[src/rtl/fz_pkg.sv]
package fz_pkg;

  localparam int unsigned X_W     = 8;              // crisp input width
  localparam int unsigned SEG_W   = 2;              // segment code width
  localparam int unsigned OFS_W   = X_W - SEG_W;    // offset inside a segment
  localparam int unsigned DEG_W   = X_W;            // membership degree width
  localparam int unsigned N_SETS  = (1 << SEG_W) + 1;
  localparam int unsigned SET_W   = $clog2(N_SETS);
  localparam int unsigned SUM_W   = SEG_W + 2;      // holds sA + sB + 2
  localparam int unsigned N_RULE  = 4;              // 2x2 window
  localparam int unsigned DEN_W   = DEG_W + $clog2(N_RULE) + 1;
  localparam int unsigned NUM_W   = DEN_W + X_W;
  localparam int unsigned Q_W     = X_W;            // quotient bits = divider steps
  localparam int unsigned CNT_W   = $clog2(Q_W);
  localparam int unsigned DEG_MAX = (1 << DEG_W) - 1;

  typedef struct packed {
    logic [SEG_W-1:0] seg;
    logic [DEG_W-1:0] lo;
    logic [DEG_W-1:0] hi;
  } fuzz_t;

  typedef struct packed {
    logic capture;   // latch a new operand pair
    logic load;      // latch numerator/denominator into the divider
    logic step;      // one restoring-division iteration
    logic commit;    // final iteration: publish the quotient
  } ctrl_t;

  // Neighbouring-pair fuzzification; lo + hi is always DEG_MAX.
  function automatic fuzz_t fuzzify(input logic [X_W-1:0] x);
    fuzz_t r;
    logic [OFS_W-1:0] f;
    f     = x[OFS_W-1:0];
    r.seg = x[X_W-1 -: SEG_W];
    r.hi  = {f, f[OFS_W-1 -: SEG_W]};
    r.lo  = ~r.hi;
    return r;
  endfunction

  // Rule consequent depends only on the summed set indices.
  function automatic logic [SET_W-1:0] outSet(input logic [SUM_W-1:0] s);
    int t;
    t = int'(N_SETS) - 1 - ((int'(s) + 1) / 2);
    return SET_W'(t);
  endfunction

  function automatic logic [X_W-1:0] centre(input int k);
    if (k == int'(N_SETS) - 1) return X_W'(DEG_MAX);
    return X_W'(k << OFS_W);
  endfunction

endpackage

[src/rtl/fz_control.sv]
module fz_control
  import fz_pkg::*;
(
  input  logic  clk,
  input  logic  rst,
  input  logic  inValid,
  input  logic  outReady,
  output logic  inReady,
  output logic  outValid,
  output ctrl_t ctrl
);

  typedef enum logic [1:0] {S_IDLE, S_CALC, S_DIV, S_DONE} state_t;

  state_t     state, stateNext;
  logic [CNT_W-1:0] stepCnt;

  always_comb begin
    stateNext = state;
    ctrl      = '0;
    inReady   = 1'b0;
    outValid  = 1'b0;
    unique case (state)
      S_IDLE: begin
        inReady      = 1'b1;
        ctrl.capture = inValid;
        if (inValid) stateNext = S_CALC;
      end
      S_CALC: begin
        ctrl.load = 1'b1;
        stateNext = S_DIV;
      end
      S_DIV: begin
        ctrl.step = 1'b1;
        if (stepCnt == '0) begin
          ctrl.commit = 1'b1;
          stateNext   = S_DONE;
        end
      end
      S_DONE: begin
        outValid = 1'b1;
        if (outReady) stateNext = S_IDLE;
      end
      default: stateNext = S_IDLE;
    endcase
  end

  always_ff @(posedge clk) begin
    if (rst) begin
      state   <= S_IDLE;
      stepCnt <= '0;
    end else begin
      state <= stateNext;
      if (ctrl.load)      stepCnt <= CNT_W'(Q_W - 1);
      else if (ctrl.step) stepCnt <= stepCnt - 1'b1;
    end
  end

endmodule

[src/rtl/fz_datapath.sv]
module fz_datapath
  import fz_pkg::*;
(
  input  logic           clk,
  input  logic           rst,
  input  ctrl_t          ctrl,
  input  logic [X_W-1:0] inDist,
  input  logic [X_W-1:0] inStops,
  output logic [X_W-1:0] resPi
);

  logic [X_W-1:0]   xDist, xStops;
  fuzz_t            fzDist, fzStops;
  logic [SUM_W-1:0] winSum;
  logic [DEG_W-1:0] ruleStr [N_RULE];
  logic [SET_W-1:0] ruleSet [N_RULE];
  logic [DEG_W-1:0] setStr  [N_SETS];
  logic [NUM_W-1:0] sumNum;
  logic [DEN_W-1:0] sumDen;

  // divider state
  logic [NUM_W-1:0] rem, dsh;
  logic [Q_W-1:0]   quo;
  logic             denZero;
  logic [NUM_W:0]   trial;
  logic             fits;

  always_comb begin
    fzDist  = fuzzify(xDist);
    fzStops = fuzzify(xStops);
    winSum  = SUM_W'(fzDist.seg) + SUM_W'(fzStops.seg);
  end

  // Window corner c: bit 1 picks the upper distance set, bit 0 the upper stops set.
  for (genvar c = 0; c < N_RULE; c++) begin : g_rule
    logic [DEG_W-1:0] dDeg, sDeg;
    assign dDeg       = c[1] ? fzDist.hi  : fzDist.lo;
    assign sDeg       = c[0] ? fzStops.hi : fzStops.lo;
    assign ruleStr[c] = (dDeg < sDeg) ? dDeg : sDeg;
    assign ruleSet[c] = outSet(winSum + SUM_W'(c[1]) + SUM_W'(c[0]));
  end

  always_comb begin
    for (int k = 0; k < N_SETS; k++) begin
      setStr[k] = '0;
      for (int c = 0; c < N_RULE; c++)
        if (ruleSet[c] == SET_W'(k) && ruleStr[c] > setStr[k])
          setStr[k] = ruleStr[c];
    end
    sumNum = '0;
    sumDen = '0;
    for (int k = 0; k < N_SETS; k++) begin
      sumNum = sumNum + NUM_W'(setStr[k]) * NUM_W'(centre(k));
      sumDen = sumDen + DEN_W'(setStr[k]);
    end
  end

  always_comb begin
    trial = {1'b0, rem} - {1'b0, dsh};
    fits  = ~trial[NUM_W];
  end

  always_ff @(posedge clk) begin
    if (rst) begin
      xDist   <= '0;
      xStops  <= '0;
      rem     <= '0;
      dsh     <= '0;
      quo     <= '0;
      denZero <= 1'b0;
      resPi   <= '0;
    end else begin
      if (ctrl.capture) begin
        xDist  <= inDist;
        xStops <= inStops;
      end
      if (ctrl.load) begin
        rem     <= sumNum;
        dsh     <= NUM_W'(sumDen) << (Q_W - 1);
        quo     <= '0;
        denZero <= (sumDen == '0);
      end
      if (ctrl.step) begin
        if (fits) rem <= trial[NUM_W-1:0];
        dsh <= dsh >> 1;
        quo <= {quo[Q_W-2:0], fits};
      end
      if (ctrl.commit)
        resPi <= denZero ? '0 : X_W'({quo[Q_W-2:0], fits});
    end
  end

endmodule

[src/rtl/fz_engine.sv]
module fz_engine
  import fz_pkg::*;
(
  input  logic           clk,
  input  logic           rst,
  input  logic           inValid,
  output logic           inReady,
  input  logic [X_W-1:0] inDist,
  input  logic [X_W-1:0] inStops,
  output logic           outValid,
  input  logic           outReady,
  output logic [X_W-1:0] outPi
);

  ctrl_t ctrl;

  fz_control i_ctrl (
    .clk      (clk),
    .rst      (rst),
    .inValid  (inValid),
    .outReady (outReady),
    .inReady  (inReady),
    .outValid (outValid),
    .ctrl     (ctrl)
  );

  fz_datapath i_dp (
    .clk     (clk),
    .rst     (rst),
    .ctrl    (ctrl),
    .inDist  (inDist),
    .inStops (inStops),
    .resPi   (outPi)
  );

endmodule

[config.mk]
export PLATFORM = sky130hd
export DESIGN_NAME = fz_engine
export DESIGN_NICKNAME = d
export VERILOG_FILES = /design/src/rtl/fz_pkg.sv /design/src/rtl/fz_control.sv /design/src/rtl/fz_datapath.sv /design/src/rtl/fz_engine.sv
export SDC_FILE = /design/constraint.sdc
export NUM_CORES = 1
export LEC_CHECK = 0
export BUFFER_PORTS_ARGS = -buffer_cell sky130_fd_sc_hd__buf_2
export CELL_PAD_IN_SITES_DETAIL_PLACEMENT = 1
export CELL_PAD_IN_SITES_GLOBAL_PLACEMENT = 1
export CORE_AREA = 3 3 162 164
export CTS_CLUSTER_DIAMETER = 50
export DETAILED_ROUTE_END_ITERATION = 7
export DIE_AREA = 0 0 165 167
export PLACE_DENSITY = 0.91
export SLEW_MARGIN = 5
export SYNTH_ARGS = -nofsm -noshare
export SYNTH_HDL_FRONTEND = slang
export SYNTH_SLANG_ARGS = --single-unit
[constraint.sdc]
create_clock -name clk -period 19.4 [get_ports clk]
set_clock_uncertainty 0.05 [all_clocks]
set_input_delay 1.94 -clock clk [delete_from_list [all_inputs] [get_ports clk]]
set_output_delay 1.94 -clock clk [all_outputs]
set_load 0.05 [all_outputs]
Word-level counts from Yosys, hierarchy flattened

Index checks and enable logic that the tools add are counted.

$add $sub $neg: 21
Bitwise logic cells: 6
Magnitude comparators: 20
$mul: 2
Mux-type cells: 44
Reductions and logical operators: 28
Eq/ne operators: 18

Operators with widths:

| operator                                                             | count |
|---|---|
| 8-bit two-way mux                                                    | 25 |
| 8-bit > comparator                                                   | 15 |
| 19-bit two-way mux                                                   | 3 |
| 19-bit by 16-bit adder with 19-bit output                            | 2 |
| 18-bit two-way mux                                                   | 2 |
| 11-bit by 8-bit adder with 11-bit output                             | 3 |
| 8-bit < comparator                                                   | 4 |
| 1-bit logical AND                                                    | 20 |
| 19-bit by 18-bit subtractor with 20-bit output                       | 1 |
| 3-bit by 2-bit == test with 1-bit output, second input constant      | 6 |
| 14-bit by 15-bit adder with 16-bit output                            | 1 |
| 4-bit by 1-bit adder with 4-bit output, second input constant        | 4 |
| 8-bit by 8-bit multiplier with 16-bit output, second input constant  | 1 |
| 8-bit NOT                                                            | 2 |
| 7-bit two-way mux                                                    | 2 |
| 3-bit logical NOT                                                    | 4 |
| 11-bit logical NOT                                                   | 1 |
| 8-bit by 2-bit multiplier with 10-bit output, second input constant  | 1 |
| 3-bit by 1-bit adder with 3-bit output                               | 3 |
| 8-bit by 8-bit adder with 9-bit output                               | 1 |
| 3-bit by 1-bit == test with 1-bit output, second input constant      | 3 |
| 3-bit == test, second input constant                                 | 3 |
| 3-bit subtractor, first input constant                               | 3 |
| 8-bit by 1-bit > comparator with 1-bit output, second input constant | 1 |
| 16 further kinds                                                     | 28 |

Flip-flop bits (word level): 74
Output and inout bits: 10
Word-level logic and storage cells: 148

Depth between registers and ports, before layout

Word-level depth: 23
Depth in mapped cells: 68
Gate-level depth less buffers: 67

Modules after synthesis

A second synthesis with hierarchy kept.

Cell total of the unflattened synthesis: 1,519
Area total of the unflattened synthesis: 12,544.5 um^2

Modules (own cells, without submodules):

| module      | cells each | area an instance (um^2) | times used | seq. area each (um^2) |
|---|---|---|---|---|
| fz_datapath | 1,481      | 12,200.5                | 1          | 1,381.3 |
| fz_control  | 38         | 344.1                   | 1          | 100.1 |

Worst setup path before layout

OpenSTA, ideal clock, no wires.

Kind: register to register
Start: register i_dp.xStops[4]
End: register i_dp.rem[18]
Data arrival time: 13.191 ns
Required time: 19.234 ns
Path slack: 6.042 ns
Cell stages (with the launch flop): 62
Path buffers: 0
Cells stage by stage: dfxtp_1 > inv_1 > ha_1 > or4_1 > o211ai_2 > mux2_2 > nor2_1 > nand2_1 > ha_1 > nor2b_1 > o21a_1 > o21a_1 > o21a_1 > o21ai_0 > nand2b_1 > a21oi_1 > a311oi_1 > a21oi_1 > [26 not listed] > inv_1 > fa_1 > inv_1 > fa_1 > inv_1 > ha_1 > a21o_1 > a21oi_1 > o21bai_1 > a21oi_1 > nor2b_1 > o21ai_0 > a21oi_1 > o41ai_1 > nor2b_1 > o211ai_1 > o211ai_1 > and4_1

Longest elaborated chain between the ends: 21

Ends and longest elaborated chain:

| item                                                                                                      | line              | source |
|---|---|---|
| start, declared                                                                                           | fz_datapath.sv:12 | `logic [X_W-1:0] xDist, xStops;` |
| start signal, assigned                                                                                    | fz_datapath.sv:75 | `xStops <= inStops;` |
| 8-bit NOT                                                                                                 | fz_pkg.sv:37      | `r.lo = ~r.hi;` |
| 8-bit < comparator                                                                                        | fz_datapath.sv:39 | `assign ruleStr[c] = (dDeg < sDeg) ? dDeg : sDeg;` |
| 8-bit two-way mux                                                                                         | fz_datapath.sv:39 |  |
| 8-bit by 1-bit > comparator with 1-bit output                                                             | fz_datapath.sv:47 | `if (ruleSet[c] == SET_W'(k) && ruleStr[c] > setStr[k])` |
| 1-bit logical AND                                                                                         | fz_datapath.sv:47 |  |
| 8-bit two-way mux                                                                                         | fz_datapath.sv:47 |  |
| 8-bit > comparator                                                                                        | fz_datapath.sv:47 |  |
| 1-bit logical AND                                                                                         | fz_datapath.sv:47 |  |
| [5 not listed]                                                                                            | n/a               |  |
| 1-bit logical AND                                                                                         | fz_datapath.sv:47 |  |
| 8-bit two-way mux                                                                                         | fz_datapath.sv:47 |  |
| 8-bit by 2-bit multiplier with 10-bit output or 14-bit by 15-bit adder with 16-bit output (tied branches) | fz_datapath.sv:53 | `sumNum = sumNum + NUM_W'(setStr[k]) * NUM_W'(centre(k));` |
| 19-bit by 16-bit adder with 19-bit output                                                                 | fz_datapath.sv:53 |  |
| 19-bit by 16-bit adder with 19-bit output (*)                                                             | fz_datapath.sv:53 |  |
| 19-bit two-way mux (*)                                                                                    | fz_datapath.sv:77 | `if (ctrl.load) begin` |
| 19-bit two-way mux                                                                                        | fz_datapath.sv:84 | `if (fits) rem <= trial[NUM_W-1:0];` |
| 19-bit two-way mux (*)                                                                                    | fz_datapath.sv:83 | `if (ctrl.step) begin` |
| end signal, assigned                                                                                      | fz_datapath.sv:78 | `rem <= sumNum;` |
| end signal, assigned                                                                                      | fz_datapath.sv:84 |  |
| end, declared                                                                                             | fz_datapath.sv:22 | `logic [NUM_W-1:0] rem, dsh;` |

Every way passes the cells marked *; elsewhere a longest branch is shown, timed or not.
A chain may end at the register's enable or synchronous reset.

Worst setup path after layout

Ends and elaborated chain as after synthesis.

==> impl_metrics.env <==
export IMPL_status="complete, no violations"
export IMPL_critPathKind="reg -> reg"
export IMPL_place_area_um2=12800
export IMPL_setup_tns_final_ps=0
export IMPL_cts_sinks=74
export IMPL_fmax_ghz=0.0627
export IMPL_dieArea_um2=27600
export IMPL_rsz0062_at_grt="false"
export IMPL_post_cts_repair_setup_buffers=0
export IMPL_drtIter0Drc=825
export IMPL_synthCells=1581
export IMPL_syn_cell_area_um2=12400
export IMPL_cp_startpoint="i_dp.xStops[4]"
export IMPL_slew_headroom_pct=12.7
export IMPL_fin_crit_ps=15960
export IMPL_grt_ovfl_total=0
export IMPL_postRouteAntennaNets=0
export IMPL_rr_worst_depth=61
export IMPL_rrSetupSlack_ps=3440
export IMPL_root_buffer="clkbuf_16"
export IMPL_crit_required_ps=19600
export IMPL_critPathCapture="i_dp.rem[18]"
export IMPL_yosys_top_cells_area="ha_1 22%, dfxtp_1 12%, fa_1 9.9%, inv_1 6.2%, a21oi_1 5.3%"
export IMPL_dp_hpwl_um=32900
export IMPL_wl_per_cell_um=21.8
export IMPL_clk_pin_slew_ps=60
export IMPL_antenna_diode_count=0
export IMPL_postCtsHoldBufs=0
export IMPL_cts_buffer_depth=2
export IMPL_cp_end_kind="flip-flop"
export IMPL_route_detailed_drc=0
export IMPL_synth_flop_cell="dfxtp_1"
export IMPL_r2r_start="i_dp.xStops[4]"
export IMPL_die_h_um=167
export IMPL_final_util_pct=52.4
export IMPL_drive_gt1_share_pct=5.29
export IMPL_syn_to_final_growth_pct=5.79
export IMPL_ys_ff_latch=74
export IMPL_synth_cell_type_count=81
export IMPL_synth_nets=1882
export IMPL_r2r_end="i_dp.rem[18]"
export IMPL_start_util_pct=49.5
export IMPL_setup_viol=0
export IMPL_critPathLaunchType="flip-flop"
export IMPL_maxCapViolations=0
export IMPL_numCtsBuffers=9
export IMPL_grt_first_pass_wirelength_um=67500
export IMPL_fp_dieW_um=165
export IMPL_crit_slowest_cell="a311oi_1"
export IMPL_cp_num_cells=61
export IMPL_cts_tree="built"
export IMPL_routed_wl_um=41900
export IMPL_cts_resized=0
export IMPL_gp_congestion=0.964
export IMPL_cp_max_fo=17
export IMPL_cpMostUsedCell="a21oi_1"
export IMPL_hold_viol_final=0
export IMPL_viasPerCell=6.26
export IMPL_drv_slew=0
export IMPL_synthArstFlopShare_pct=0
export IMPL_tightest_slew_ps=1300
export IMPL_rows=58
export IMPL_synth_top_area_share_pct=22.2
export IMPL_htreeDepth=3
export IMPL_coreArea_um2=25000
export IMPL_cp_top_family="compound AO/OA/AOI/OAI gates"
export IMPL_final_cell_area_um2=13100
export IMPL_clk_latency_ps=350
export IMPL_grtUsageTotal_pct=30.4
export IMPL_firstDrtPassIters=7
export IMPL_worst_path_largest_cell_delay_ps=970
export IMPL_ios=30
export IMPL_synth_top_area_cell="ha_1"
export IMPL_final_nets=1885
export IMPL_crit_buf_inv=5
export IMPL_grt_max_degree=76
export IMPL_vias=12012
export IMPL_synth_edf_count=0
export IMPL_arrival_ps=16160
export IMPL_min_path_type="reg -> reg"
export IMPL_grt_antenna_before_repair=0
export IMPL_yosysWarnings=0
export IMPL_yosysSeqAreaShare_pct=12.0
export IMPL_portBuffers=29
export IMPL_first_global_vias=13104
export IMPL_fin_crit_sh_pct=82.3
export IMPL_syn_avg_cell_area_um2=7.84
[cell families after synthesis]
kind of cell | count (synthesis) | synth area share (%)
AND/OR/NAND/NOR | 453 | 17.5
flip-flops | 74 | 12.0
XOR/XNOR | 55 | 3.89
multiplexers | 63 | 5.33
buffers and inverters | 252 | 7.80
AO/OA/AOI/OAI | 401 | 21.3
adder cells (fa/ha/maj) | 283 | 32.2
[flip-flops by register name (all words and copies together), names as in the netlist]
name	cells
i_ctrl.state	2
i_dp.xDist	8
i_dp.dsh	18
i_dp.xStops	8
i_ctrl.stepCnt	3
i_dp.quo	7
i_dp.resPi	8
i_dp.rem	19
i_dp.denZero	1
[routing by layer]
layer / wire (µm) / share of wire [%] / vias to the layer above / track usage (%)
met5: 0 / 0 / - / 0
met4: 1570 / 3.8 / 0 / 13.2
met3: 2580 / 6.2 / 127 / 3.33
met2: 20300 / 48 / 499 / 52.2
met1: 17400 / 42 / 5894 / 38.2
li1: - / - / 5492 / -
[stage by stage]
step	instances	worst slack (ps)	hold WS, ps
global placement	1903	4620	396
CTS	1919	3690	408
detailed placement	1903	3790	400
floorplan	1581	6040	386
global route	1919	2470	447
finish	1919	3440	405
[synth_stat cells (5+ instances only)]
library cell / instances
nor3b_1: 9
a311oi_1: 9
mux2i_1: 51
and4_1: 10
a21o_1: 41
xnor2_1: 35
o21ai_0: 58
o21ai_1: 7
nand3_1: 29
clkbuf_1: 36
dfxtp_1: 74
mux2_2: 10
nor2_1: 148
o31ai_1: 6
nor2b_1: 34
o21a_1: 22
o21bai_1: 17
a21oi_1: 130
ha_1: 220
o211ai_1: 14
a211o_1: 5
and2_1: 10
inv_1: 204
fa_1: 61
a31oi_1: 14
nor3_1: 27
nand2b_1: 32
xor2_1: 20
nand4_1: 14
a221oi_1: 6
a211oi_1: 28
nand2_1: 115
[layout by cell type, fill, tap and decap left out, drive strengths merged, types with 5 or more instances in the layout]
cell | Yosys | routed
ha | 220 | 220
inv | 206 | 206
nor2 | 148 | 148
a21oi | 132 | 132
nand2 | 115 | 115
dfxtp | 74 | 74
o21ai | 67 | 67
fa | 61 | 61
mux2i | 52 | 52
a21o | 41 | 41
buf | 9 | 37
xnor2 | 35 | 35
nor2b | 34 | 34
nand2b | 32 | 32
nand3 | 29 | 29
a211oi | 29 | 29
nor3 | 27 | 27
o21a | 23 | 23
xor2 | 20 | 20
o21bai | 17 | 17
o211ai | 15 | 15
nand4 | 14 | 14
a31oi | 14 | 14
clkbuf | 36 | 12
mux2 | 11 | 11
and2 | 10 | 10
and4 | 10 | 10
nor3b | 9 | 9
a311oi | 9 | 9
a221oi | 7 | 7
o31ai | 6 | 6
a211o | 5 | 5
[tightest hold or removal path: stages (launching register included)]
cell,delay (ps)
dfxtp_1,310
nand2_1,50
a21oi_1,50
[worst min path at each step]
stage                   start              to  slack [ps]  depth (start not counted)
6_report       i_dp.xStops[7]  i_dp.xStops[7]         410                          2
5_1_grt         i_dp.xDist[7]   i_dp.xDist[7]         450                          2
4_1_cts        i_dp.xStops[7]  i_dp.xStops[7]         410                          2
3_5_place_dp   i_dp.xStops[7]  i_dp.xStops[7]         400                          2
3_3_place_gp   i_dp.xStops[7]  i_dp.xStops[7]         400                          2
2_1_floorplan   i_dp.xDist[7]   i_dp.xDist[7]         390                          2
[cell type report]
cell class              instances  area [µm²]
inverters                     207         782
multi-input cells            1255        9940
clock buffers                  12         256
fillers                      3129       11900
flip-flops and latches         74        1480
clock inverters                 4        26.3
well taps                     330         413
repair buffers                 37         205
Power is not shown: default switching activity piles up to over one toggle a cycle in this logic, so the estimate is an artifact.
